===== config.mk =====
export PLATFORM = sky130hd
export DESIGN_NAME = prbs_sync_fsm
export DESIGN_NICKNAME = d
export VERILOG_FILES = /design/src/rtl/prbs_chk_pkg.sv /design/src/rtl/prbs_sync_fsm.sv
export SDC_FILE = /design/constraint.sdc
export NUM_CORES = 1
export LEC_CHECK = 0
export BUFFER_PORTS_ARGS = -buffer_cell sky130_fd_sc_hd__buf_2
export CORE_ASPECT_RATIO = 1.25
export CORE_MARGIN = 4
export CORE_UTILIZATION = 63
export CTS_CLUSTER_DIAMETER = 80
export DETAILED_ROUTE_END_ITERATION = 7
export PLACE_DENSITY_LB_ADDON = 0.1
export SYNTH_ARGS = -nofsm -noshare
export SYNTH_HDL_FRONTEND = slang
export SYNTH_SLANG_ARGS = --single-unit

===== constraint.sdc =====
create_clock -name clk -period 9.4 [get_ports clk]
set_clock_uncertainty 0.05 [all_clocks]
set_input_delay 1.88 -clock clk [delete_from_list [all_inputs] [get_ports clk]]
set_output_delay 1.88 -clock clk [all_outputs]
set_load 0.02 [all_outputs]

===== src/rtl/prbs_chk_pkg.sv =====
`timescale 1ns/1ps
package prbs_chk_pkg;

    localparam int HIST_W = 31;

    typedef enum logic [1:0] {
        ST_SEED   = 2'd0,
        ST_VERIFY = 2'd1,
        ST_LOCKED = 2'd2
    } sync_state_e;

    // Order and the two history taps (0-based) of one polynomial.
    typedef struct packed {
        logic [4:0] order;
        logic [4:0] tap_a;
        logic [4:0] tap_b;
    } poly_desc_t;

    // One compare result handed from the aligner to the counters.
    typedef struct packed {
        logic valid;
        logic err;
    } cmp_evt_t;

    function automatic poly_desc_t poly_lookup(input logic [1:0] sel);
        poly_desc_t d;
        case (sel)
            2'd1:    d = '{order: 5'd15, tap_a: 5'd14, tap_b: 5'd13};
            2'd2:    d = '{order: 5'd31, tap_a: 5'd30, tap_b: 5'd27};
            default: d = '{order: 5'd7,  tap_a: 5'd6,  tap_b: 5'd5};
        endcase
        return d;
    endfunction

    function automatic logic [5:0] default_lock_thr(input logic [4:0] order);
        return {order, 1'b0};
    endfunction

endpackage


===== src/rtl/prbs_sync_fsm.sv =====
`timescale 1ns/1ps
module prbs_sync_fsm
    import prbs_chk_pkg::*;
#(
    parameter int LOCK_THR_W = 6,
    parameter int WIN_LEN    = 64,
    localparam int WPOS_W    = $clog2(WIN_LEN),
    localparam int WERR_W    = $clog2(WIN_LEN + 1)
) (
    input  logic                  clk,
    input  logic                  rst,
    input  logic                  start_i,
    input  logic [1:0]            poly_sel_i,
    input  logic [LOCK_THR_W-1:0] lock_thr_i,
    input  logic [WERR_W-1:0]     err_thr_i,
    input  logic                  bit_valid_i,
    input  logic                  bit_i,
    output logic                  locked_o,
    output cmp_evt_t              evt_o
);

    sync_state_e           state_q;
    logic [1:0]            poly_q;
    logic [HIST_W-1:0]     hist_q;
    logic [4:0]            seed_cnt_q;
    logic [LOCK_THR_W-1:0] match_cnt_q;
    logic [WPOS_W-1:0]     win_pos_q;
    logic [WERR_W-1:0]     win_err_q;

    poly_desc_t            pd;
    logic                  restart;
    logic                  pred;
    logic                  mism;
    logic [LOCK_THR_W-1:0] lock_target;
    logic [WERR_W-1:0]     win_err_inc;
    logic                  err_evt;

    always_comb begin
        pd          = poly_lookup(poly_q);
        restart     = start_i || (poly_sel_i != poly_q);
        pred        = hist_q[pd.tap_a] ^ hist_q[pd.tap_b];
        mism        = bit_i ^ pred;
        lock_target = (lock_thr_i == '0) ? LOCK_THR_W'(default_lock_thr(pd.order))
                                         : lock_thr_i;
        win_err_inc = win_err_q + WERR_W'(mism);
        evt_o.valid = (state_q == ST_LOCKED) && bit_valid_i && !restart;
        evt_o.err   = evt_o.valid && mism;
        err_evt     = evt_o.err;
    end

    assign locked_o = (state_q == ST_LOCKED);

    always_ff @(posedge clk) begin
        if (rst) begin
            state_q     <= ST_SEED;
            poly_q      <= 2'd0;
            hist_q      <= '0;
            seed_cnt_q  <= '0;
            match_cnt_q <= '0;
            win_pos_q   <= '0;
            win_err_q   <= '0;
        end else if (restart) begin
            state_q     <= ST_SEED;
            poly_q      <= poly_sel_i;
            seed_cnt_q  <= '0;
            match_cnt_q <= '0;
        end else if (bit_valid_i) begin
            case (state_q)
                ST_SEED: begin
                    hist_q <= {hist_q[HIST_W-2:0], bit_i};
                    if (seed_cnt_q == pd.order - 5'd1) begin
                        state_q     <= ST_VERIFY;
                        match_cnt_q <= '0;
                    end else begin
                        seed_cnt_q <= seed_cnt_q + 5'd1;
                    end
                end
                ST_VERIFY: begin
                    if (mism) begin
                        state_q    <= ST_SEED;
                        seed_cnt_q <= '0;
                    end else begin
                        hist_q <= {hist_q[HIST_W-2:0], bit_i};
                        if (match_cnt_q + LOCK_THR_W'(1) == lock_target) begin
                            state_q   <= ST_LOCKED;
                            win_pos_q <= '0;
                            win_err_q <= '0;
                        end else begin
                            match_cnt_q <= match_cnt_q + LOCK_THR_W'(1);
                        end
                    end
                end
                ST_LOCKED: begin
                    hist_q <= {hist_q[HIST_W-2:0], pred};
                    if (mism && (win_err_inc > err_thr_i)) begin
                        state_q    <= ST_SEED;
                        seed_cnt_q <= '0;
                    end else if (win_pos_q == WPOS_W'(WIN_LEN - 1)) begin
                        win_pos_q <= '0;
                        win_err_q <= '0;
                    end else begin
                        win_pos_q <= win_pos_q + WPOS_W'(1);
                        win_err_q <= win_err_inc;
                    end
                end
                default: state_q <= ST_SEED;
            endcase
        end
    end

    // lock is only entered from confirmation on a matching valid bit
    assert_lock_from_verify_R2: assert property (@(posedge clk) disable iff (rst)
        $rose(locked_o) |-> $past(state_q == ST_VERIFY && bit_valid_i && !mism && !restart));

    // lock falls only after a counted error or a restart
    assert_unlock_cause_R6: assert property (@(posedge clk) disable iff (rst)
        $fell(locked_o) |-> $past(err_evt || restart));

    // the window error tally never exceeds the window length
    assert_window_bound_R6: assert property (@(posedge clk) disable iff (rst)
        win_err_q <= WERR_W'(WIN_LEN));

endmodule


==> impl_metrics.csv, run 1 <==
group,metric,value,unit
timing,whs,0.435,ns
floorplanning,fp.dieH,90.0,um
final_layout,nFillCells,407,
flow_run,cap_violations,0,
final_layout,layout.nets,428,
timing,hold_viol,0,
drt,finalWirelength,6770,um
setup_path,r2r_slack,4.57,ns
timing,rsz0062_at_grt,"no",
clock_tree,cts_tree,"done",
setup_path,crit_path_start_kind,"primary input",
final_layout,seq_area,0.00118,mm2
drt,drc_errors,0,
clock_tree,htreeDepth,3,
drt,vias_per_cell,5.90,
final_layout,layout_commonest_cell,"dfxtp_1",
synth,yosys_warnings,0,
synth,seq_area_frac_synth,34.9,%
synth,synth_compound_area_share,15.9,%
synth,synth_seq_cells,59,
final_layout,syn_to_final_growth,8.61,%
placed_design,io_buffers,22,
synth,synth.distinct_cells,57,
global_routing,grt_max_degree,45,
global_routing,grt_pass1_wl,11800,um
timing,slew_viol_final,0,
setup_path,end_kind,"flip-flop",
synth,synth_nets,409,
timing,relSlewSlack,49.8,%
clock_tree,postCtsSetupRepairBufs,0,
synth,muxShareOfSynthArea,13.2,%
final_layout,n_antenna_cell,0,
timing,period_share,53.4,%
synth,syn_area,0.00339,mm2
floorplanning,core-area,0.00515,mm2
setup_path,cp.arrival,5.19,ns
floorplanning,row_count,29,
synth,synth-edff-count,0,
synth,syn_inst,369,
timing,fmax,199,MHz
setup_path,critPathCapture,"win_pos_q[5]",
clock_tree,cts_made_buffers,9,
setup_path,reg2reg_from,"poly_q[0]",
global_routing,antenna_found_initial,0,
final_layout,drive_above_1_share,15.1,%
drt,vias,2679,
placed_design,gp_congestion,0.814,
floorplanning,start_util,65.7,%
global_routing,gr-total-overflow,0,
status,run_status,"finished, final reports clean",
global_routing,grt_use_total,22.3,%
synth,synthXorXnorAreaFrac,5.51,%
placed_design,dpl.hpwl,4970,um
clock_tree,cts_resized,0,
drt,ant_nets,0,
setup_path,cp_max_fo,9,
timing,fin_crit,5.02,ns
drt,firstDrtPassIters,4,
final_layout,multiInputGateArea,0.00207,mm2
synth,synth-simple-area-share,19.1,%
floorplanning,dieWidth,73.6,um
drt,drt_iter0_drc,226,
setup_path,critPathRequiredTime,9.57,ns
pwr,vdd_drop_max,0.000125,V
synth,syn_avg_cell_area,9.18,um2
drt,wire_per_inst,14.9,um
floorplanning,die-area,0.00662,mm2
clock_tree,clk_pin_slew,0.08,ns
clock_tree,clk_root_buffer_cell,"clkbuf_8",
min_path,hold_path_class,"flip-flop to flip-flop",
setup_path,critPathKind,"primary input to flip-flop",
timing,setup_viol,0,
pwr,power.density,131,mW/mm2
synth,synth_top_family_by_area,"simple AND/OR/NAND/NOR gates",
setup_path,crit_start,"bit_i",
floorplanning,ios,23,
pwr,finalPower,0.000482,W
setup_path,ff2ff_path_depth,19,
synth,synth_ff_type,"dfxtp_1",
clock_tree,clockBufferDepth,2,
synth,synthAdderAreaFrac,7.39,%
pwr,p_leak,1.71,nW
setup_path,r2r_end,"win_pos_q[5]",
clock_tree,cts_hold_buffers,0,
global_routing,grt_pass1_vias,2700,
timing,fin_setup_tns,0,ns
clock_tree,clock_latency,0.34,ns
final_layout,final_cell_mix,"dfxtp_1 (59), nor2_1 (49), mux2i_1 (39)",
clock_tree,cts_sinks,59,
timing,worst_pin_slew,0.753,ns
synth,async_reset_ff_share,0,%
==> registers in the layout, indices dropped and copies added (netlist names) <==
name / count
hist_q: 31
seed_cnt_q: 5
state_q: 2
poly_q: 2
win_pos_q: 6
win_err_q: 7
match_cnt_q: 6
==> layer usage <==
layer	part of all wire [%]	track usage (%)	wire (um)	up-vias
li1	-	-	-	1353
met1	42	26.7	2870	1259
met2	51	37.6	3490	53
met3	3.9	4.91	261	14
met4	2.3	8.91	153	0
met5	0	0	0	-
==> how the worst min path moves through the flow <==
stage,start,endpoint,slack [ns],cells after the start
floorplan,hist_q[0],hist_q[0],0.41,2
global placement,hist_q[28],hist_q[29],0.42,2
detailed placement,hist_q[26],hist_q[26],0.43,2
CTS,hist_q[16],hist_q[17],0.45,2
global route,win_err_q[0],win_err_q[0],0.47,2
finish,hist_q[16],hist_q[17],0.43,2
==> synth_stat cells, types with 2 or more instances <==
master	count	area share (%)
nor3_1	5	0.74
a2111oi_0	5	1.3
dfxtp_1	59	35
a31oi_1	4	0.74
nand2b_1	14	2.6
mux4_2	2	1.3
ha_1	20	7.4
nor4b_1	3	0.78
a221o_1	2	0.59
o31ai_1	3	0.67
nor2b_1	4	0.74
o211ai_1	3	0.67
a211o_1	3	0.78
xor2_1	9	2.3
nand2_1	25	2.8
nand3_1	10	1.5
a21oi_1	7	1.0
nand3b_1	2	0.44
nor2_1	49	5.4
nand4_1	2	0.37
o21ai_1	3	0.44
inv_1	16	1.8
a22oi_1	2	0.44
o21a_1	2	0.44
clkbuf_1	10	1.1
o211a_1	3	0.89
mux2i_1	39	12
a32o_1	3	0.89
xnor2_1	6	1.6
buf_2	3	0.44
a21oi_2	2	0.52
xnor2_2	2	0.96
o21ai_0	6	0.89
or2_2	3	0.55
nor4_1	3	0.55
a211oi_1	4	0.89
and3_1	6	1.1
a21o_1	6	1.3
==> area by class of cell <==
class / count / area share [%]
clock buffers: 10 / 3.74
clock inverters: 5 / 0.817
inverters: 18 / 1.84
multi-input cells: 277 / 56.2
flip-flops and latches: 59 / 32.1
well taps: 62 / 2.11
repair buffers: 23 / 3.20
==> kinds of logic (layout without fill, tap and decap cells) <==
family / count (synthesis) / in the layout
adders and majority gates: 20 / 20
and+or+nand+nor: 132 / 132
buffers and inverters: 33 / 56
AOI/OAI and AO/OA: 65 / 65
DFF: 59 / 59
muxes: 42 / 42
xor gates and xnor gates: 18 / 18
==> worst max-delay path: stages <==
cell and delay (ns):
buf_2 0.12, xnor2_2 0.14, xnor2_2 0.17, inv_2 0.13
ha_1 0.16, ha_1 0.18, nand3_1 0.13, nor2_1 0.17
xor2_1 0.22, ha_1 0.28, nand3_1 0.11, nor2_1 0.05
a21o_2 0.19, a311o_4 0.41, o211ai_2 0.37, nor3_2 0.12
a221o_1 0.35
==> stage by stage <==
stage	cell area [um2]	util (%)	cells	setup WS [ns]
final	3680	71.4	454	4.38
after global placement	3510	68.1	439	4.18
after floorplan	3390	-	369	4.48
after CTS	3680	71.4	454	4.35
after detailed placement	3510	68.1	439	4.04
after global routing	3680	71.4	454	4.21
==> power by group <==
part           internal [W]  leakage (nW)  switching [W]
Clock             0.0000997        0.0839      0.0000991
Sequential         0.000251         0.476    0.000000544
Combinational     0.0000133          1.15      0.0000185
Total              0.000364          1.71       0.000118
Note: power is estimated with default switching activity, not from simulation.
==> run 2, diff against run 1 <==
Settings changed: CORE_UTILIZATION 63 to 60.
Clock period 9.4 ns to 5.11 ns, I/O delays scaled along.
==> impl_metrics.csv, run 2 (synthesized netlist as in run 1, its figures left out) <==
group,metric,value,unit
global_routing,grt_pass1_vias,2444,
setup_path,end_kind,"flip-flop",
clock_tree,postCtsSetupRepairBufs,0,
global_routing,grt_use_total,20.4,%
clock_tree,clockBufferDepth,2,
global_routing,antenna_found_initial,0,
drt,ant_nets,0,
status,run_status,"finished, final reports clean",
clock_tree,clock_latency,0.33,ns
final_layout,post-route-util,68.1,%
floorplanning,start_util,62.2,%
timing,rsz0062_at_grt,"no",
clock_tree,cts_hold_buffers,0,
setup_path,reg2reg_from,"poly_q[0]",
placed_design,pre_cts_slack,0.391,ns
min_path,min_to,"hist_q[13]",
final_layout,reg_top3,"hist_q: 31 flops, win_err_q: 7 flops",
pwr,power.density,251,mW/mm2
timing,worst_pin_slew,0.791,ns
setup_path,critPathRequiredTime,5.28,ns
timing,fin_ws,0.385,ns
clock_tree,cts_sinks,59,
timing,setup_viol,0,
placed_design,io_buffers,22,
setup_path,crit_path_start_kind,"flip-flop",
final_layout,layout.nets,428,
floorplanning,core-area,0.00544,mm2
clock_tree,htreeDepth,3,
drt,firstDrtPassIters,4,
clock_tree,cts_made_buffers,9,
final_layout,largest_reg_flops,31,
setup_path,critPathKind,"flip-flop to flip-flop",
floorplanning,row_count,30,
setup_path,ff2ff_path_depth,19,
clock_tree,cts_tree,"done",
floorplanning,ios,23,
pwr,finalPower,0.000931,W
final_layout,layout_commonest_cell,"dfxtp_1",
timing,slew_viol_final,0,
drt,finalWirelength,6480,um
timing,relSlewSlack,47.1,%
setup_path,cp.arrival,4.89,ns
min_path,hold_start,"hist_q[12]",
timing,hold_viol,0,
global_routing,gr-total-overflow,0,
pwr,vdd_drop_max,0.000251,V
setup_path,r2r_slack,0.39,ns
setup_path,cp_max_fo,9,
drt,vias_per_cell,5.72,
global_routing,grt_pass1_wl,10900,um
final_layout,drive_above_1_share,15.0,%
global_routing,grt_max_degree,45,
final_layout,syn_to_final_growth,9.46,%
final_layout,final_cell_mix,"dfxtp_1 (59), nor2_1 (49), mux2i_1 (39)",
timing,fin_crit,4.72,ns
pwr,p_leak,1.73,nW
drt,vias,2615,
drt,wire_per_inst,14.2,um
drt,drc_errors,0,
drt,drt_iter0_drc,82,
floorplanning,dieWidth,75.2,um
setup_path,r2r_end,"win_pos_q[2]",
floorplanning,fp.dieH,92.0,um
timing,fmax,212,MHz
clock_tree,clk_pin_slew,0.06,ns
final_layout,n_antenna_cell,0,
min_path,hold_path_class,"flip-flop to flip-flop",
timing,fin_setup_tns,0,ns
min_path,holdPathStages,2,
final_layout,top_register,"hist_q",
flow_run,cap_violations,0,
clock_tree,clk_root_buffer_cell,"clkbuf_8",
placed_design,gp_congestion,0.835,
timing,period_share,92.5,%
placed_design,dpl.hpwl,4830,um
floorplanning,die-area,0.00692,mm2
clock_tree,cts_resized,0,
[run 2: changes by cell type in the layout (fill, tap and decap cells not counted)]
cell / change
bufinv_16: +1
clkbuf_1: +1
clkinvlp_4: -1
[run 2: worst max path at each step]
stage,slack [ns],depth (start not counted),end,startpoint
finish,0.39,19,win_pos_q[2],poly_q[0]
global route,0.07,19,seed_cnt_q[3],poly_q[0]
CTS,0.36,19,seed_cnt_q[3],poly_q[0]
detailed placement,0.39,19,seed_cnt_q[3],poly_q[0]
global placement,0.54,19,win_pos_q[2],poly_q[0]
floorplan,0.72,19,seed_cnt_q[2],poly_q[0]
[run 2: routing by layer]
| metal | GRT usage (%) | up-vias | wire, um |
|---|---|---|---|
| met2 | 34.7 | 40 | 3320 |
| met1 | 23.7 | 1214 | 2830 |
| met3 | 5.92 | 11 | 234 |
| met4 | 7.73 | 0 | 88 |
| met5 | 0 | - | 0 |
| li1 | - | 1350 | - |
[run 2: per-stage QoR]
stage / area (um2) / hold slack, ns / instances
5_1_grt: 3710 / 0.461 / 457
4_1_cts: 3710 / 0.446 / 457
2_1_floorplan: 3390 / 0.406 / 369
3_5_place_dp: 3510 / 0.431 / 441
6_report: 3710 / 0.444 / 457
3_3_place_gp: 3510 / 0.418 / 441
[run 2: cell type report]
type | instances | area [um2]
Multi-Input combinational cell | 277 | 2070
Fill cell | 468 | 1740
Sequential cell | 59 | 1180
Clock buffer | 11 | 141
Timing Repair Buffer | 23 | 118
Tap cell | 64 | 80.1
Inverter | 18 | 67.6
Clock inverter | 5 | 52.6
[run 2: power by group]
group          switching, W  internal, W  leakage (nW)
clock              0.000175     0.000236        0.0991
combinational     0.0000334    0.0000242          1.15
sequential       0.00000106     0.000461         0.476
total              0.000210     0.000721          1.73
[run 2: worst max-delay path, cell delays in order, from the launching register on]
cell and delay [ns]:
dfxtp_1 0.35, inv_1 0.07, ha_1 0.39, mux4_2 0.58
xnor2_2 0.17, xnor2_2 0.25, inv_2 0.12, ha_1 0.20
ha_1 0.20, nand3_1 0.12, nor2_1 0.07, xor2_1 0.18
ha_1 0.27, nand3_1 0.11, nor2_1 0.06, a21o_2 0.18
a311o_4 0.41, o211ai_2 0.38, nor3_2 0.13, a221o_1 0.34
